===== src/rtl/wdog_pkg.sv =====
package wdog_pkg;

  typedef enum logic [2:0] {
    ADR_FIRST = 3'd0,
    ADR_RUN   = 3'd1,
    ADR_CFG   = 3'd2,
    ADR_PGDLY = 3'd3,
    ADR_CLEAR = 3'd4
  } wdog_addr_e;

  // Counter width able to hold values 0..n-1
  function automatic int unsigned cnt_width(int unsigned n);
    return (n < 2) ? 1 : $clog2(n);
  endfunction

  // True when one more step brings the count to the limit
  function automatic logic last_step(logic [31:0] cnt, logic [31:0] lim);
    return (cnt + 32'd1) == lim;
  endfunction

  // Power-good delay in ticks, never shorter than one tick
  function automatic logic [31:0] eff_delay(logic [31:0] d);
    return (d == 32'd0) ? 32'd1 : d;
  endfunction

endpackage


===== src/rtl/wdog_tick_gen.sv =====
module wdog_tick_gen #(
  parameter int unsigned DIV = 200000
) (
  input  logic clk,
  input  logic rst_n,
  input  logic clr,
  output logic tick
);
  localparam int unsigned CW = wdog_pkg::cnt_width(DIV);
  localparam logic [CW-1:0] LAST = CW'(DIV - 1);

  logic [CW-1:0] cnt;

  assign tick = !clr && (cnt == LAST);

  always_ff @(posedge clk or negedge rst_n) begin
    if (!rst_n)           cnt <= '0;
    else if (clr || tick) cnt <= '0;
    else                  cnt <= cnt + 1'b1;
  end

  // ticks are spaced by the divider, never back to back
  a_r1_tick_spacing: assert property (@(posedge clk) disable iff (!rst_n)
    tick |=> !tick);

endmodule


===== src/rtl/wdog_pin_mon.sv =====
module wdog_pin_mon #(
  parameter int unsigned LONG_LOW_CYC = 200000
) (
  input  logic clk,
  input  logic rst_n,
  input  logic pin,
  output logic rise,
  output logic por_active,
  output logic por_req,
  output logic seq_start
);
  localparam int unsigned LW = wdog_pkg::cnt_width(LONG_LOW_CYC);
  localparam logic [LW-1:0] LOW_LAST = LW'(LONG_LOW_CYC - 1);

  logic s1, s2, s3;
  logic [LW-1:0] low_cnt;

  always_ff @(posedge clk or negedge rst_n) begin
    if (!rst_n) begin
      s1 <= 1'b1;
      s2 <= 1'b1;
      s3 <= 1'b1;
    end else begin
      s1 <= pin;
      s2 <= s1;
      s3 <= s2;
    end
  end

  assign rise = s2 && !s3;

  always_ff @(posedge clk or negedge rst_n) begin
    if (!rst_n) begin
      low_cnt    <= '0;
      por_active <= 1'b0;
      por_req    <= 1'b0;
      seq_start  <= 1'b0;
    end else begin
      por_req   <= 1'b0;
      seq_start <= 1'b0;
      if (por_active) begin
        low_cnt <= '0;
        if (rise) begin
          por_active <= 1'b0;
          seq_start  <= 1'b1;
        end
      end else if (s2) begin
        low_cnt <= '0;
      end else if (low_cnt == LOW_LAST) begin
        por_active <= 1'b1;
        por_req    <= 1'b1;
        low_cnt    <= '0;
      end else begin
        low_cnt <= low_cnt + 1'b1;
      end
    end
  end

  // the reset request is a single-cycle strobe
  a_r8_por_pulse: assert property (@(posedge clk) disable iff (!rst_n)
    por_req |=> !por_req);
  // the reset state is only entered from a low synchronised pin
  a_r8_por_from_low: assert property (@(posedge clk) disable iff (!rst_n)
    $rose(por_active) |-> !$past(s2));
  // sequence start only leaves the reset state
  a_r9_seq_after_por: assert property (@(posedge clk) disable iff (!rst_n)
    seq_start |-> ($past(por_active) && !por_active));

endmodule


===== src/rtl/wdog_timer_core.sv =====
module wdog_timer_core #(
  parameter int unsigned TW = 16
) (
  input  logic          clk,
  input  logic          rst_n,
  input  logic          tick,
  input  logic          enable,
  input  logic          hold,
  input  logic          restart,
  input  logic [TW-1:0] first_lim,
  input  logic [TW-1:0] run_lim,
  output logic          presc_clr,
  output logic          expire
);
  logic          in_run;
  logic          halted;
  logic [TW-1:0] elapsed;
  logic [TW-1:0] limit;
  logic          counting;

  assign counting  = enable && !hold && !halted;
  assign limit     = in_run ? run_lim : first_lim;
  assign expire    = counting && !restart && tick &&
                     wdog_pkg::last_step(32'(elapsed), 32'(limit));
  assign presc_clr = !counting || restart;

  always_ff @(posedge clk or negedge rst_n) begin
    if (!rst_n) begin
      in_run  <= 1'b0;
      halted  <= 1'b0;
      elapsed <= '0;
    end else if (!enable || hold) begin
      in_run  <= 1'b0;
      halted  <= 1'b0;
      elapsed <= '0;
    end else if (restart) begin
      in_run  <= 1'b1;
      halted  <= 1'b0;
      elapsed <= '0;
    end else if (!halted && tick) begin
      if (expire) begin
        halted  <= 1'b1;
        elapsed <= '0;
      end else begin
        elapsed <= elapsed + 1'b1;
      end
    end
  end

  // a disarmed timer sits idle in its first period
  a_r5_idle_when_off: assert property (@(posedge clk) disable iff (!rst_n)
    !enable |=> (elapsed == '0 && !in_run && !halted));
  // an accepted restart begins a fresh running period
  a_r2_restart_fresh: assert property (@(posedge clk) disable iff (!rst_n)
    (enable && !hold && restart) |=> (elapsed == '0 && in_run));
  // the timer stops after an expiry
  a_r4_single_expire: assert property (@(posedge clk) disable iff (!rst_n)
    expire |=> !expire);
  // no counting while held in power-on reset
  a_r9_hold_no_expire: assert property (@(posedge clk) disable iff (!rst_n)
    hold |-> !expire);

endmodule


===== src/rtl/wdog_pg_ctrl.sv =====
module wdog_pg_ctrl #(
  parameter int unsigned TW  = 16,
  parameter int unsigned DIV = 200000
) (
  input  logic          clk,
  input  logic          rst_n,
  input  logic          expire,
  input  logic          drop_en,
  input  logic [TW-1:0] dly,
  output logic          pg
);
  logic          pg_q;
  logic          dtick;
  logic [TW-1:0] dcnt;

  wdog_tick_gen #(.DIV(DIV)) u_dly_tick (
    .clk  (clk),
    .rst_n(rst_n),
    .clr  (pg_q),
    .tick (dtick)
  );

  always_ff @(posedge clk or negedge rst_n) begin
    if (!rst_n) begin
      pg_q <= 1'b1;
      dcnt <= '0;
    end else if (pg_q) begin
      if (expire && drop_en) begin
        pg_q <= 1'b0;
        dcnt <= '0;
      end
    end else if (dtick) begin
      if (wdog_pkg::last_step(32'(dcnt), wdog_pkg::eff_delay(32'(dly)))) begin
        pg_q <= 1'b1;
        dcnt <= '0;
      end else begin
        dcnt <= dcnt + 1'b1;
      end
    end
  end

  assign pg = pg_q;

  // power-good only drops on an enabled expiry
  a_r6_drop_cause: assert property (@(posedge clk) disable iff (!rst_n)
    $fell(pg_q) |-> $past(expire && drop_en));
  // power-good rises only on a delay tick, never on a restart
  a_r7_no_early_rise: assert property (@(posedge clk) disable iff (!rst_n)
    (!pg_q && !dtick) |=> !pg_q);

endmodule


===== src/rtl/wdog_supervisor.sv =====
module wdog_supervisor #(
  parameter int unsigned CLK_PER_MS   = 200000,
  parameter int unsigned TMO_W        = 16,
  parameter int unsigned LONG_LOW_CYC = 200000
) (
  input  logic             clk,
  input  logic             rst_n,
  input  logic             wr_en,
  input  logic [2:0]       wr_addr,
  input  logic [TMO_W-1:0] wr_data,
  input  logic             wdi,
  output logic             alert_n,
  output logic             pg,
  output logic             por_req,
  output logic             seq_start
);
  import wdog_pkg::*;

  logic [TMO_W-1:0] first_r, run_r, dly_r;
  logic             drop_en_r;
  logic             alert_q;

  logic wr_first, wr_run, wr_cfg, wr_dly, wr_clear;
  logic run_kick, pin_rise, restart, enable;
  logic por_active, presc_clr, ms_tick, expire;

  assign wr_first = wr_en && (wr_addr == ADR_FIRST);
  assign wr_run   = wr_en && (wr_addr == ADR_RUN);
  assign wr_cfg   = wr_en && (wr_addr == ADR_CFG);
  assign wr_dly   = wr_en && (wr_addr == ADR_PGDLY);
  assign wr_clear = wr_en && (wr_addr == ADR_CLEAR);

  assign run_kick = wr_run && (wr_data != '0);
  assign restart  = run_kick || pin_rise;
  assign enable   = (first_r != '0) && (run_r != '0);

  always_ff @(posedge clk or negedge rst_n) begin
    if (!rst_n) begin
      first_r   <= '0;
      run_r     <= '0;
      dly_r     <= '0;
      drop_en_r <= 1'b0;
    end else begin
      if (wr_first) first_r   <= wr_data;
      if (wr_run)   run_r     <= wr_data;
      if (wr_dly)   dly_r     <= wr_data;
      if (wr_cfg)   drop_en_r <= wr_data[0];
    end
  end

  wdog_pin_mon #(.LONG_LOW_CYC(LONG_LOW_CYC)) u_pin (
    .clk       (clk),
    .rst_n     (rst_n),
    .pin       (wdi),
    .rise      (pin_rise),
    .por_active(por_active),
    .por_req   (por_req),
    .seq_start (seq_start)
  );

  wdog_tick_gen #(.DIV(CLK_PER_MS)) u_ms_tick (
    .clk  (clk),
    .rst_n(rst_n),
    .clr  (presc_clr),
    .tick (ms_tick)
  );

  wdog_timer_core #(.TW(TMO_W)) u_core (
    .clk      (clk),
    .rst_n    (rst_n),
    .tick     (ms_tick),
    .enable   (enable),
    .hold     (por_active),
    .restart  (restart),
    .first_lim(first_r),
    .run_lim  (run_r),
    .presc_clr(presc_clr),
    .expire   (expire)
  );

  wdog_pg_ctrl #(.TW(TMO_W), .DIV(CLK_PER_MS)) u_pg (
    .clk    (clk),
    .rst_n  (rst_n),
    .expire (expire),
    .drop_en(drop_en_r),
    .dly    (dly_r),
    .pg     (pg)
  );

  always_ff @(posedge clk or negedge rst_n) begin
    if (!rst_n)        alert_q <= 1'b0;
    else if (expire)   alert_q <= 1'b1;
    else if (wr_clear) alert_q <= 1'b0;
  end

  assign alert_n = !alert_q;

  // the alert only falls on an expiry
  a_r4_alert_cause: assert property (@(posedge clk) disable iff (!rst_n)
    $fell(alert_n) |-> $past(expire));
  // the alert stays low until a clear write
  a_r4_alert_sticky: assert property (@(posedge clk) disable iff (!rst_n)
    (!alert_n && !wr_clear) |=> !alert_n);
  // nothing expires while a timeout register is zero
  a_r5_off_no_expire: assert property (@(posedge clk) disable iff (!rst_n)
    !enable |-> !expire);

endmodule


===== config.mk =====
export PLATFORM = sky130hd
export DESIGN_NAME = wdog_supervisor
export DESIGN_NICKNAME = d
export VERILOG_FILES = /design/src/rtl/wdog_pkg.sv /design/src/rtl/wdog_tick_gen.sv /design/src/rtl/wdog_pin_mon.sv /design/src/rtl/wdog_timer_core.sv /design/src/rtl/wdog_pg_ctrl.sv /design/src/rtl/wdog_supervisor.sv
export SDC_FILE = /design/constraint.sdc
export NUM_CORES = 1
export LEC_CHECK = 0
export BUFFER_PORTS_ARGS = -buffer_cell sky130_fd_sc_hd__buf_2
export CAP_MARGIN = 20
export CORE_ASPECT_RATIO = 1.25
export CORE_MARGIN = 2
export CORE_UTILIZATION = 54
export CTS_CLUSTER_SIZE = 20
export DETAILED_ROUTE_END_ITERATION = 8
export PLACE_DENSITY = 0.74
export RECOVER_POWER = 100
export SYNTH_ARGS = -nofsm -noshare
export SYNTH_HDL_FRONTEND = slang
export SYNTH_SLANG_ARGS = --single-unit

===== constraint.sdc =====
create_clock -name clk -period 6.75 [get_ports clk]
set_input_delay 0.3375 -clock clk [delete_from_list [all_inputs] [get_ports clk]]
set_output_delay 0.3375 -clock clk [all_outputs]
set_load 0.02 [all_outputs]

* Word level (Yosys, flattened, before mapping)
Index checks and enable logic that the tools add are counted.
** Word-level totals
- Register bits :: 145
- Bits of input ports :: 23
- Output and inout port bits :: 4
- Logic and storage cells :: 113
** Cells by class
- $add $sub $neg :: 7
- Eq/ne operators :: 10
- Mux-type cells :: 34
- Reductions and logical operators :: 43
** Operator list (number)
- $mux 16 :: 10
- $mux 18 :: 5
- $add 18x1->18 const B :: 3
- $eq 18x18->1 const B :: 3
- $reduce_bool 16->1 :: 3
- $add 16x1->17 const B :: 2
- $add 16x1->16 const B :: 2
- $eq 32x16->1 :: 1
- $eq 32x32->1 :: 1
- $mux 1 :: 19
- $logic_and 1x1->1 :: 17
- $logic_not 16->1 :: 1
- $logic_not 1->1 :: 9
- $eq 3x2->1 const B :: 2
- $reduce_bool 2->1 :: 3
- $reduce_bool 3->1 :: 2
- $logic_or 1x1->1 :: 5
- $reduce_and 2->1 :: 2
- $eq 3x1->1 const B :: 1
- $eq 3x3->1 const B :: 1
- $logic_not 3->1 :: 1
- $ne 2x2->1 const B :: 1

* Depth between registers and ports, before layout
Gate-level depths: netlist of the first run.
- Depth after elaboration :: 14
- Depth in mapped cells :: 12

* Hierarchy
From an unflattened synthesis of the first run, not the netlist that was laid out.
** Unflattened totals
- Cell total of the unflattened synthesis :: 802
- Area total of the unflattened synthesis :: 8162.8 µm²
** By module, submodules not included
- wdog_supervisor :: times used 1, cells an instance 128, area an instance 2024.4 µm², sequential area each 1251.2 µm²
- wdog_tick_gen :: times used 2, cells an instance 93, area an instance 920.9 µm², sequential area each 450.4 µm²
- wdog_timer_core :: times used 1, cells an instance 213, area an instance 1721.7 µm², sequential area each 450.4 µm²
- wdog_pg_ctrl :: times used 1, cells an instance 171, area an instance 1460.2 µm², sequential area each 426.7 µm²
- wdog_pin_mon :: times used 1, cells an instance 104, area an instance 1114.8 µm², sequential area each 604.3 µm²

* Least setup slack after synthesis of the first run
Ideal clock, no wire load.
- Path type :: reg-to-reg
- From :: register u_pg.dcnt[0]
- To :: register u_pg.dcnt[12]
- Data arrival time :: 2.759 ns
- Required time :: 6.619 ns
- Path slack :: 3.860 ns
- Cell stages (with the launch flop) :: 13
- Path buffers :: 3
- Clock period less this slack :: 2.890 ns
- Path through :: dfrtp_1 > ha_1 > buf_2 > and3_1 > clkbuf_1 > nand4_1 > xnor2_1 > a211o_1 > a2111oi_1 > nand3_1 > buf_2 > a32oi_1 > o31ai_1
** Between the ends
- Cells in the longest elaborated chain, start to end :: 5
- Elaborated cells on any way between the ends :: 6
- Those cells by class :: add/sub (2); eq/ne (1); mux (3)
** RTL lines
- from (decl) :: line wdog_pg_ctrl.sv:14 : logic [TW-1:0] dcnt;
- from (signal assigned) :: line wdog_pg_ctrl.sv:37 : dcnt <= dcnt + 1'b1;
- $add 16x1->17 :: line wdog_pkg.sv:18 : return (cnt + 32'd1) == lim;
- $eq 32x32->1 :: line wdog_pkg.sv:18
- $mux 16 * :: line wdog_pg_ctrl.sv:33 : if (wdog_pkg::last_step(32'(dcnt), wdog_pkg::eff_delay(32'(dly)))) begin
- $mux 16 * :: line wdog_pg_ctrl.sv:32 : end else if (dtick) begin
- $mux 16 * :: line wdog_pg_ctrl.sv:27 : end else if (pg_q) begin
Mark *: on every way between the ends. The rest lies on a longest branch, timed or not. The select of a mux whose other input is x is not followed.
A chain may end at the register's enable or synchronous reset.

* Worst setup path in the final report of the first run
- From :: register u_core.in_run
- To :: register u_pg.pg_q, in the netlist u_pg.pg
** Between the ends
- Cells in the longest elaborated chain, start to end :: 6
** RTL lines
- from (decl) :: line wdog_timer_core.sv:15 : logic in_run;
- from (signal assigned) :: line wdog_timer_core.sv:29 : in_run <= 1'b0;
- from (signal assigned) :: line wdog_timer_core.sv:33 : in_run <= 1'b0;
- from (signal assigned) :: line wdog_timer_core.sv:37 : in_run <= 1'b1;
- $mux 16 :: line wdog_timer_core.sv:22 : assign limit = in_run ? run_lim : first_lim;
- $eq 32x16->1 :: line wdog_pkg.sv:18
- $logic_and 1x1->1 :: line wdog_timer_core.sv:23 : assign expire = counting && !restart && tick &&
- $logic_and 1x1->1 :: line wdog_pg_ctrl.sv:28 : if (expire && drop_en) begin
- $mux 1 :: line wdog_pg_ctrl.sv:28
- $mux 1 :: line wdog_pg_ctrl.sv:27
- to (signal assigned) :: line wdog_pg_ctrl.sv:25 : pg_q <= 1'b1;
- to (signal assigned) :: line wdog_pg_ctrl.sv:29 : pg_q <= 1'b0;
- to (signal assigned) :: line wdog_pg_ctrl.sv:34 : pg_q <= 1'b1;
- to (decl) :: line wdog_pg_ctrl.sv:12 : logic pg_q;
No other way between the ends.

==> reports/results.ini, run 1 <==
[timing]
fin_skew_ps=9.54
slew_headroom_pct=-117
final.setup.worst_slack_ps=2340
max_freq_mhz=227
report.final.setup_viol=0
finalCriticalPeriod_ps=4410
hold_ws_ps=207
tightestPinTransition_ps=3260
rsz0062_at_grt=false
setup_total_negative_slack_ps=0
hold_viol=0
slew_viol_final=78
share_of_the_clock_period_used_by_the_worst_path_pct=65.3

[cts]
cts-hold-fix-buffers=2
clock_edge_transition_at_the_registers_on_the_reported_setup_and_hold_paths_ps=60
clock_insertion_delay_worst_skew_ps=430
number_of_buffers_created_by_cts=17
ctsHtreeMaxLevel=4
cts_resized=0
cts_sinks=145
clockBufferDepth=2
clock_tree_from_tritoncts=built
clock_tree.root_cell=sky130_fd_sc_hd__clkbuf_16
post_cts_buffers=0

[global_route]
grt_use_total_pct=24.1
first_global_vias=6313
gr_overflow_total=0
grt_start_max_net_pins=88
global_route_wire_length_before_repair_mm=30.6
grt_antenna_before_repair=0

[cells_and_area]
finish.instance_area_um2=8750
post-route-util_pct=60.7
drive_above_1_share_pct=14.0
layout.nets=846
antenna-diode-count=0
area_growth_syn_to_layout_pct=9.97

[power_and_ir_drop]
p_leak_uw=0.00366
max-vdd-ir-drop_v=0.000170
power.density_cell_area_nw_per_um2=257

[yosys]
number_of_nets_in_the_synthesized_netlist=839
postSynth.topFlopCell=sky130_fd_sc_hd__dfrtp_1
synth_area_per_cell_um2=9.81
yosys.area_share.adder_pct=0.786
synth_top_family_by_area=simple AND/OR/NAND/NOR gates
synth_simple_gate_area_share_pct=23.1
post-synth-top-count-cell=sky130_fd_sc_hd__dfrtp_1
synth_compound_gate_area_share_pct=7.78
postSynthCellCount=811
synth_edf_count=0
yosys-top-cells-count=sky130_fd_sc_hd__dfrtp_1 (141), sky130_fd_sc_hd__nor2_1 (82), sky130_fd_sc_hd__nand2_1 (67)
synthTopCellsByArea=sky130_fd_sc_hd__dfrtp_1 (44%), sky130_fd_sc_hd__mux2_2 (7.2%), sky130_fd_sc_hd__xor2_1 (4.7%)
synth.cell_area_um2=7960
post_synth_xor_area_fraction_pct=9.53
postSynth.asyncResetShare_pct=100
synth_mux_area_share_pct=10.0
count_of_synthesis_stage_warnings_from_yosys=0
synthDominantAreaCellType=sky130_fd_sc_hd__dfrtp_1
synth.top_cell.area_share_pct=44.3
synth.lib_cells_used.distinct=67
ys_seq_elements=145
synth_sequential_area_ratio_pct=45.7

[outcome]
status=finished, violations left
failing_checks=max-capacitance violations, max-slew violations

[detailed_routing]
remaining_drc_errors=0
route.antenna.remaining_nets=0
drt_iter0_markers=414
post_drt_via_cell_ratio=6.21
detailroute.via_count=6266
firstDrtPassIters=5
wire_per_inst_um=18.0
wirelength_mm=18.1

[critical_path]
worst_ep_arrival_ps=4760
crit_top_cell=sky130_fd_sc_hd__nor4_1
timing.critical_path.to_type=register
worstPathCellList=mux2_1, xnor3_1, nor4_1, o2111ai_1, nor4_1, nand3_1, or3_1, o31a_1
startpoint_to_endpoint_class_of_the_critical_path=register to register
setup.worst_path.start_class=register
path_max_fanout=25
critical-path-top-delay-family=simple AND/OR/NAND/NOR gates
crit_required_ps=7100
crit_slowest_cell=sky130_fd_sc_hd__dfrtp_1
cp.buffers_inverters=0
crit_path_max_incr_delay_ps=980

[floorplan]
die_area_um2=15700
design.core.area_um2=14400
dieHeight_um=140
core.rowCount=49
initial_utilization_pct=55.2
io_pins=27
chipWidth_um=113

[placed_design]
routabilityCongestion=0.884
port_buffers=26
placed_area_um2=8150
post-place-ws_ps=3010
hpwl_mm=12.5

[job]
maxCapViolCount=2

[hold_path]
hp-class=primary input to register

[registers in the layout (all words and copies together), names as in the netlist, 16 cells and up]
signal,flops
u_ms_tick.cnt,18
run_r,16
u_pg.u_dly_tick.cnt,18
dly_r,16
u_core.elapsed,16
u_pin.low_cnt,18
first_r,16
u_pg.dcnt,16
[worst register-to-register path: stages, from the launching register on]
cell,delay [ps]
sky130_fd_sc_hd__dfrtp_1,980
sky130_fd_sc_hd__mux2_1,400
sky130_fd_sc_hd__xnor3_1,180
sky130_fd_sc_hd__nor4_1,350
sky130_fd_sc_hd__o2111ai_1,180
sky130_fd_sc_hd__nor4_1,540
sky130_fd_sc_hd__nand3_1,810
sky130_fd_sc_hd__or3_1,650
sky130_fd_sc_hd__o31a_1,250
[worst paths after layout]
path | start | end | slack (ps) | cells after the start
hold reg to reg | u_pin.s1 | u_pin.s2 | 360 | 0
max in group asynchronous | rst_n | u_pin.s1 | 3030 | 4
setup / recovery | u_core.in_run | u_pg.pg | 2340 | 8
min in group asynchronous | rst_n | u_pg.dcnt[7] | 1530 | 2
hold / removal | wr_data[3] | dly_r[3] | 210 | 2
setup reg to reg | u_core.in_run | u_pg.pg | 2340 | 8
[layout make-up]
class	count	area, um2
clock inverter	14	180
timing repair buffer	32	186
clock buffer	18	429
inverter	13	48.8
sequential	145	3630
tap	178	223
multi-input combinational	609	4050
fill	1158	5660
[layer usage]
metal	up-vias	routed length (um)	global-route usage [%]
met1	3094	7570	30.3
met4	0	521	11.4
li1	2933	-	-
met5	-	0	0
met2	194	9190	40.5
met3	45	843	3.92
[layout by cell type (no fill, tap or decap), drive strengths merged, types with 24 or more instances in the layout]
cell type    n
dfrtp      141
clkbuf      25
xor2        43
nand3       55
mux2        52
nand2       68
nor4        25
o21ai       24
xnor2       41
nand4       27
nor2        82
[kinds of logic after synthesis]
group           count (synthesis)
compound gates                 92
buf+inv                        57
simple gates                  354
flops                         145
fa+ha+maj                       5
mux                            73
xor+xnor                       85
[power by group]
part	internal, uW	total [uW]	switching [uW]
combinational	126	252	125
clock	586	970	384
sequential	946	1030	81.0
total	1660	2250	590
[through the flow]
| stage | power [uW] | std cells |
|---|---|---|
| after floorplan | 1200 | 811 |
| after global placement | 1270 | 974 |
| after detailed placement | 1290 | 974 |
| after CTS | 2270 | 1008 |
| after global routing | 2330 | 1009 |
| final | 2250 | 1009 |
Power figures use the tool's default switching activity.
==> run 2, diff against run 1 <==
==> constraint.sdc (replaced) <==
create_clock -name clk -period 4.4 [get_ports clk]
set_input_delay 0.22 -clock clk [delete_from_list [all_inputs] [get_ports clk]]
set_output_delay 0.22 -clock clk [all_outputs]
set_load 0.02 [all_outputs]
==> run 2 against run 1 <==
The run still ends with max-capacitance violations, max-slew violations left; total power grew 55%; fmax increased by 21%; sequential share of layout area down 0.12 points; die area stayed put; setup slack worse by 1600 ps; cell count grew 0.30%; combinational power rose by 53%; critical path depth is 2 higher; clock skew down 1.1 ps; via count increased by 0.83%; cell area rose by 0.29%; sequential power up 52%; critical endpoint is now u_core.elapsed[13]; highest routed layer unchanged.
==> reports/results.ini, run 2 (synthesis results as in run 1) <==
[global_route]
grt_start_max_net_pins=96
global_route_wire_length_before_repair_mm=31.5
grt_util_met3_pct=4.66
grt_util_met2_pct=42.8
top_usage_layer=met2
first_global_vias=6351
grt_antenna_before_repair=0
gr_overflow_total=0
grt_use_total_pct=25.0
grt.met1_usage_pct=31.0

[hold_path]
hp-class=primary input to register
hold_depth=2

[critical_path]
r2r_cells=10
setup.worst_path.start_class=register
crit_slowest_cell=sky130_fd_sc_hd__or4_1
timing.critical_path.to_type=register
startpoint_to_endpoint_class_of_the_critical_path=register to register
crit_top_cell=sky130_fd_sc_hd__nand3_1
worst_ep_arrival_ps=3960
path_max_fanout=18
crit_path_max_incr_delay_ps=720
worstPathCellList=ha_1, nand3_1, or4_1, xnor2_1, o2111ai_1, nor4_4, nand3_1, buf_4, or4b_1, a31oi_1
crit_required_ps=4720

[cells_and_area]
final_instance_count_excl_fillers=1012
layout.cells.most_common=sky130_fd_sc_hd__dfrtp_1
finish.instance_area_um2=8770
layout_top_registers=u_ms_tick.cnt: 18 flops, u_pg.u_dly_tick.cnt: 18 flops, u_pin.low_cnt: 18 flops
drive_above_1_share_pct=14.3
area_growth_syn_to_layout_pct=10.3
sequential_cell_area_um2=3630
fillCellCount=1186
antenna-diode-count=0
layout.nets=849
post-route-util_pct=60.9
most_frequent_cells_in_the_layout=sky130_fd_sc_hd__dfrtp_1 (141), sky130_fd_sc_hd__nor2_1 (82), sky130_fd_sc_hd__nand2_1 (67), sky130_fd_sc_hd__nand3_1 (54), sky130_fd_sc_hd__mux2_2 (51)
multi_input_comb_area_um2=4070

[floorplan]
initial_utilization_pct=55.2
io_pins=27
core.rowCount=49
design.core.area_um2=14400
dieHeight_um=140
die_area_um2=15700
chipWidth_um=113

[detailed_routing]
firstDrtPassIters=6
remaining_drc_errors=0
drt_iter0_markers=536
wire_per_inst_um=18.5
route.antenna.remaining_nets=0
wirelength_mm=18.7
post_drt_via_cell_ratio=6.24
detailroute.via_count=6318

[placed_design]
port_buffers=26
placed_area_um2=8180
post-place-cells=978
hpwl_mm=12.7
routabilityCongestion=0.933

[timing]
slew_viol_final=96
tightestPinTransition_ps=2350
fin_skew_ps=8.49
max_freq_mhz=275
report.final.setup_viol=0
finalCriticalPeriod_ps=3640
rsz0062_at_grt=false
hold_ws_ps=81.4
setup_total_negative_slack_ps=0
hold_viol=0
share_of_the_clock_period_used_by_the_worst_path_pct=82.7
slew_headroom_pct=-56.9

[cts]
ctsHtreeMaxLevel=4
clock_edge_transition_at_the_registers_on_the_reported_setup_and_hold_paths_ps=60
clock_tree_from_tritoncts=built
cts_sinks=145
clock_tree.root_cell=sky130_fd_sc_hd__clkbuf_16
clock_insertion_delay_worst_skew_ps=420
clockBufferDepth=2
cts_resized=0
number_of_buffers_created_by_cts=17

[power_and_ir_drop]
max-vdd-ir-drop_v=0.000319
power.density_cell_area_nw_per_um2=397
p_leak_uw=0.00369

[job]
maxCapViolCount=1

[outcome]
status=finished, violations left
failing_checks=max-capacitance violations, max-slew violations

==> run 2: cell count changes in the layout (fill, tap and decap cells not counted), sizes merged <==
cell,change
clkinv,+1
clkinvlp,-3
buf,+1
clkbuf,+3
bufinv,+1
==> run 2: final cells by class <==
class                      instances  area share, %
sequential                       145           41.4
tap                              178           2.54
timing repair buffer              35           2.10
inverter                          13          0.556
multi-input combinational        609           46.4
clock buffer                      19           4.93
clock inverter                    13           2.11
==> run 2: what timing repair did <==
| item | CTS | global route |
|---|---|---|
| setup buffers | 0 | 0 |
| hold buffers | 2 | 0 |
| hold endpoints to repair | 95 | 0 |
==> run 2: per-layer routing <==
layer | vias up | part of all wire [%]
li1 | 2934 | -
met1 | 3160 | 42
met2 | 180 | 51
met3 | 44 | 4.4
met4 | 0 | 2.5
met5 | - | 0
==> run 2: per-stage QoR <==
stage | setup WS [ps] | total power [uW]
after floorplan | 1510 | 1830
after global placement | 1030 | 1950
after detailed placement | 905 | 1980
after CTS | 869 | 3510
after global routing | 323 | 3620
final | 762 | 3490
==> run 2: critical path: cells and delay by family, from the launching register on <==
family | cells | cell delay [ps]
flip-flops | 1 | 440
XOR/XNOR | 1 | 160
AND/OR/NAND/NOR | 5 | 1910
buffers and inverters | 1 | 290
AO/OA/AOI/OAI | 2 | 480
adder cells (fa/ha/maj) | 1 | 270
==> run 2: path summary, 6_finish.rpt <==
path	startpoint	endpoint	slack, ps
min in group asynchronous	rst_n	u_pg.dcnt[10]	1060
hold / removal	wr_data[1]	run_r[1]	80
setup reg to reg	u_core.elapsed[0]	u_core.elapsed[13]	760
hold reg to reg	u_pin.s1	u_pin.s2	360
setup / recovery	u_core.elapsed[0]	u_core.elapsed[13]	760
max in group asynchronous	rst_n	u_pin.low_cnt[11]	990
==> run 2: power by group <==
| part | switching (uW) | internal, uW | leakage (uW) | total (uW) |
|---|---|---|---|---|
| clock | 575 | 951 | 0.000298 | 1530 |
| combinational | 193 | 193 | 0.00158 | 386 |
| sequential | 122 | 1450 | 0.00181 | 1570 |
| total | 891 | 2600 | 0.00369 | 3490 |
==> run 3, diff against run 2 <==
--- a/config.mk
+++ b/config.mk
@@ -5,6 +5,7 @@
 export SDC_FILE = /design/constraint.sdc
 export NUM_CORES = 1
 export LEC_CHECK = 0
+export ABC_AREA = 1
 export BUFFER_PORTS_ARGS = -buffer_cell sky130_fd_sc_hd__buf_2
 export CAP_MARGIN = 20
 export CORE_ASPECT_RATIO = 1.25
==> constraint.sdc (replaced) <==
create_clock -name clk -period 3.5 [get_ports clk]
set_input_delay 0.175 -clock clk [delete_from_list [all_inputs] [get_ports clk]]
set_output_delay 0.175 -clock clk [all_outputs]
set_load 0.02 [all_outputs]
==> run 3 against run 2 <==
The flow now finishes without violations; core utilization decreased by 0.51 points; clock skew decreased by 1.8 ps; cell area rose by 2.0%; setup slack got worse by 72 ps; non-clock buffer count decreased by 1; sequential cell count stayed put; routed wire length fell by 4.4%; sequential power is 24% higher; critical endpoint is now u_core.elapsed[1].
==> reports/results.ini, run 3 <==
[floorplan]
die_area_um2=16000
io_pins=27
initial_utilization_pct=54.7
dieHeight_um=141
core.rowCount=50
chipWidth_um=114
design.core.area_um2=14800

[power_and_ir_drop]
max-vdd-ir-drop_v=0.000330
p_leak_uw=0.00425
clock_power_share_pct=43.1
net-switching-power_uw=1140
power.density_cell_area_nw_per_um2=479
pwr_total_uw=4290
combinationalPowerShare_pct=11.7
share_seq_of_total_power_pct=45.2
power.share.switching_pct=26.6
power_report.internal_total_uw=3150

[yosys]
postSynth.asyncResetShare_pct=100
yosys-top-cells-count=sky130_fd_sc_hd__nand2_1 (298), sky130_fd_sc_hd__dfrtp_1 (141), sky130_fd_sc_hd__nor2_1 (139)
synth.lib_cells_used.distinct=47
synth_sequential_area_ratio_pct=44.8
post-synth-top-count-cell=sky130_fd_sc_hd__nand2_1
count_of_synthesis_stage_warnings_from_yosys=0
synthTopCellsByArea=sky130_fd_sc_hd__dfrtp_1 (44%), sky130_fd_sc_hd__nand2_1 (14%), sky130_fd_sc_hd__nor2_1 (6.4%)
synth_area_per_cell_um2=7.39
ys_seq_elements=145
synth_edf_count=0
synthDominantAreaCellType=sky130_fd_sc_hd__dfrtp_1
synth.cell_area_um2=8110
postSynth.topFlopCell=sky130_fd_sc_hd__dfrtp_1
number_of_nets_in_the_synthesized_netlist=1125
postSynthCellCount=1097
synth.top_cell.area_share_pct=43.5

[critical_path]
timing.critical_path.to_type=register
worst_ep_arrival_ps=3110
cp.buffers_inverters=1
worstPathCellList=inv_1, o21ai_0, nand3b_1, nand2_1, nor2_1, nand2_1, nor2_1, nand3_2, nand4_1, o21ai_0
critical-path-top-delay-family=simple AND/OR/NAND/NOR gates
crit_path_max_incr_delay_ps=720
worstSetupPathDepth=10
crit_required_ps=3800
r2r_cells=10
startpoint_to_endpoint_class_of_the_critical_path=register to register
setup.worst_path.start_class=register
crit_slowest_cell=sky130_fd_sc_hd__dfrtp_1
path_max_fanout=22
setup.reg_to_reg.worst_slack_ps=690

[cts]
clock_insertion_delay_worst_skew_ps=430
clock_edge_transition_at_the_registers_on_the_reported_setup_and_hold_paths_ps=60
cts_sinks=145
clockBufferDepth=2
clock_tree_from_tritoncts=built
ctsHtreeMaxLevel=4
clock_tree.root_cell=sky130_fd_sc_hd__clkbuf_16
number_of_buffers_created_by_cts=17
cts_resized=0
post_cts_buffers=0

[placed_design]
placed_area_um2=8380
hpwl_mm=13.1
port_buffers=26
routabilityCongestion=0.924

[cells_and_area]
most_frequent_cells_in_the_layout=sky130_fd_sc_hd__nand2_1 (298), sky130_fd_sc_hd__dfrtp_1 (141), sky130_fd_sc_hd__nor2_1 (140), sky130_fd_sc_hd__inv_1 (134), sky130_fd_sc_hd__o21ai_0 (85)
drive_above_1_share_pct=7.38
area_growth_syn_to_layout_pct=10.4
post-route-util_pct=60.4
layout.nets=1153
layout_top_registers=u_ms_tick.cnt: 18 flops, u_pg.u_dly_tick.cnt: 18 flops, u_pin.low_cnt: 18 flops
finish.instance_area_um2=8950
layout.cells.most_common=sky130_fd_sc_hd__nand2_1

[timing]
slew_viol_final=0
tightestPinTransition_ps=1340
hold_ws_ps=15.3
finalCriticalPeriod_ps=2810
report.final.setup_viol=0
slew_headroom_pct=10.6
setup_total_negative_slack_ps=0
hold_viol=0
fin_skew_ps=6.70
share_of_the_clock_period_used_by_the_worst_path_pct=80.3
max_freq_mhz=356
rsz0062_at_grt=false

[global_route]
gr_overflow_total=0
grt_use_total_pct=23.7
global_route_wire_length_before_repair_mm=30.3
grt_start_max_net_pins=113
grt_antenna_before_repair=0
first_global_vias=6508

[hold_path]
hold_depth=3
hp-class=primary input to register

[job]
maxCapViolCount=0

[detailed_routing]
dr_wl_met3_um=501
post_drt_via_cell_ratio=5.30
firstDrtPassIters=5
route.antenna.remaining_nets=0
route.met2.wl_mm=8.89
highest-signal-layer=met4
met1_length_mm=8.09
wirelength_mm=17.9
drt_iter0_markers=511
detailroute.via_count=6999
wire_per_inst_um=13.6
remaining_drc_errors=0

[outcome]
status=finished clean

## run 3: timing repair
item | in CTS | in global routing
hold endpoints to repair | 109 | 0
setup endpoints to repair | 0 | 0
hold buffers | 3 | 0
## run 3: cell type report
| class | instances | area, um2 |
|---|---|---|
| fillers | 1360 | 5870 |
| multi-input cells | 791 | 3800 |
| flip-flops and latches | 145 | 3630 |
| inverters | 136 | 512 |
| clock buffers | 19 | 443 |
| well taps | 182 | 228 |
| repair buffers | 34 | 180 |
| clock inverters | 13 | 159 |
| diodes | 1 | 2.50 |
## run 3: cells by family after synthesis
family	after synthesis	share of synthesized area (%)
and+or+nand+nor	634	34.6
buffers and inverters	161	7.79
DFF	145	44.8
AOI/OAI and AO/OA	122	8.42
xor gates and xnor gates	28	3.36
adders and majority gates	5	0.771
muxes	2	0.247
## run 3: stage by stage
step           cells  setup slack, ps
2_1_floorplan   1097             1380
3_3_place_gp    1284              924
3_5_place_dp    1284              836
4_1_cts         1319              819
5_1_grt         1320              382
6_report        1321              690
## run 3: power groups by stage
| stage | logic, uW | clock network [uW] | registers (uW) |
|---|---|---|---|
| detailed placement | 506 | 0 | 1960 |
| global placement | 492 | 0 | 1960 |
| global route | 584 | 1950 | 1960 |
| CTS | 513 | 1880 | 1930 |
| floorplan | 380 | 0 | 1920 |
| finish | 503 | 1850 | 1940 |
## run 3: tightest hold or removal path, cell delays in order
cell and delay, ps:
sky130_fd_sc_hd__buf_2 120, sky130_fd_sc_hd__nand2_1 50, sky130_fd_sc_hd__o21ai_0 60
## run 3: worst paths after layout
check / from / to
setup / recovery: u_core.in_run / u_core.elapsed[1]
hold / removal: wr_data[4] / run_r[4]
setup reg to reg: u_core.in_run / u_core.elapsed[1]
max in group asynchronous: rst_n / u_pg.pg
hold reg to reg: u_pin.s1 / u_pin.s2
min in group asynchronous: rst_n / u_ms_tick.cnt[1]
## run 3: per-layer routing
| layer | vias up | global-route usage (%) |
|---|---|---|
| met5 | - | 0 |
| met4 | 0 | 9.11 |
| met3 | 31 | 4.13 |
| met2 | 122 | 40.2 |
| met1 | 3257 | 30.2 |
| li1 | 3589 | - |
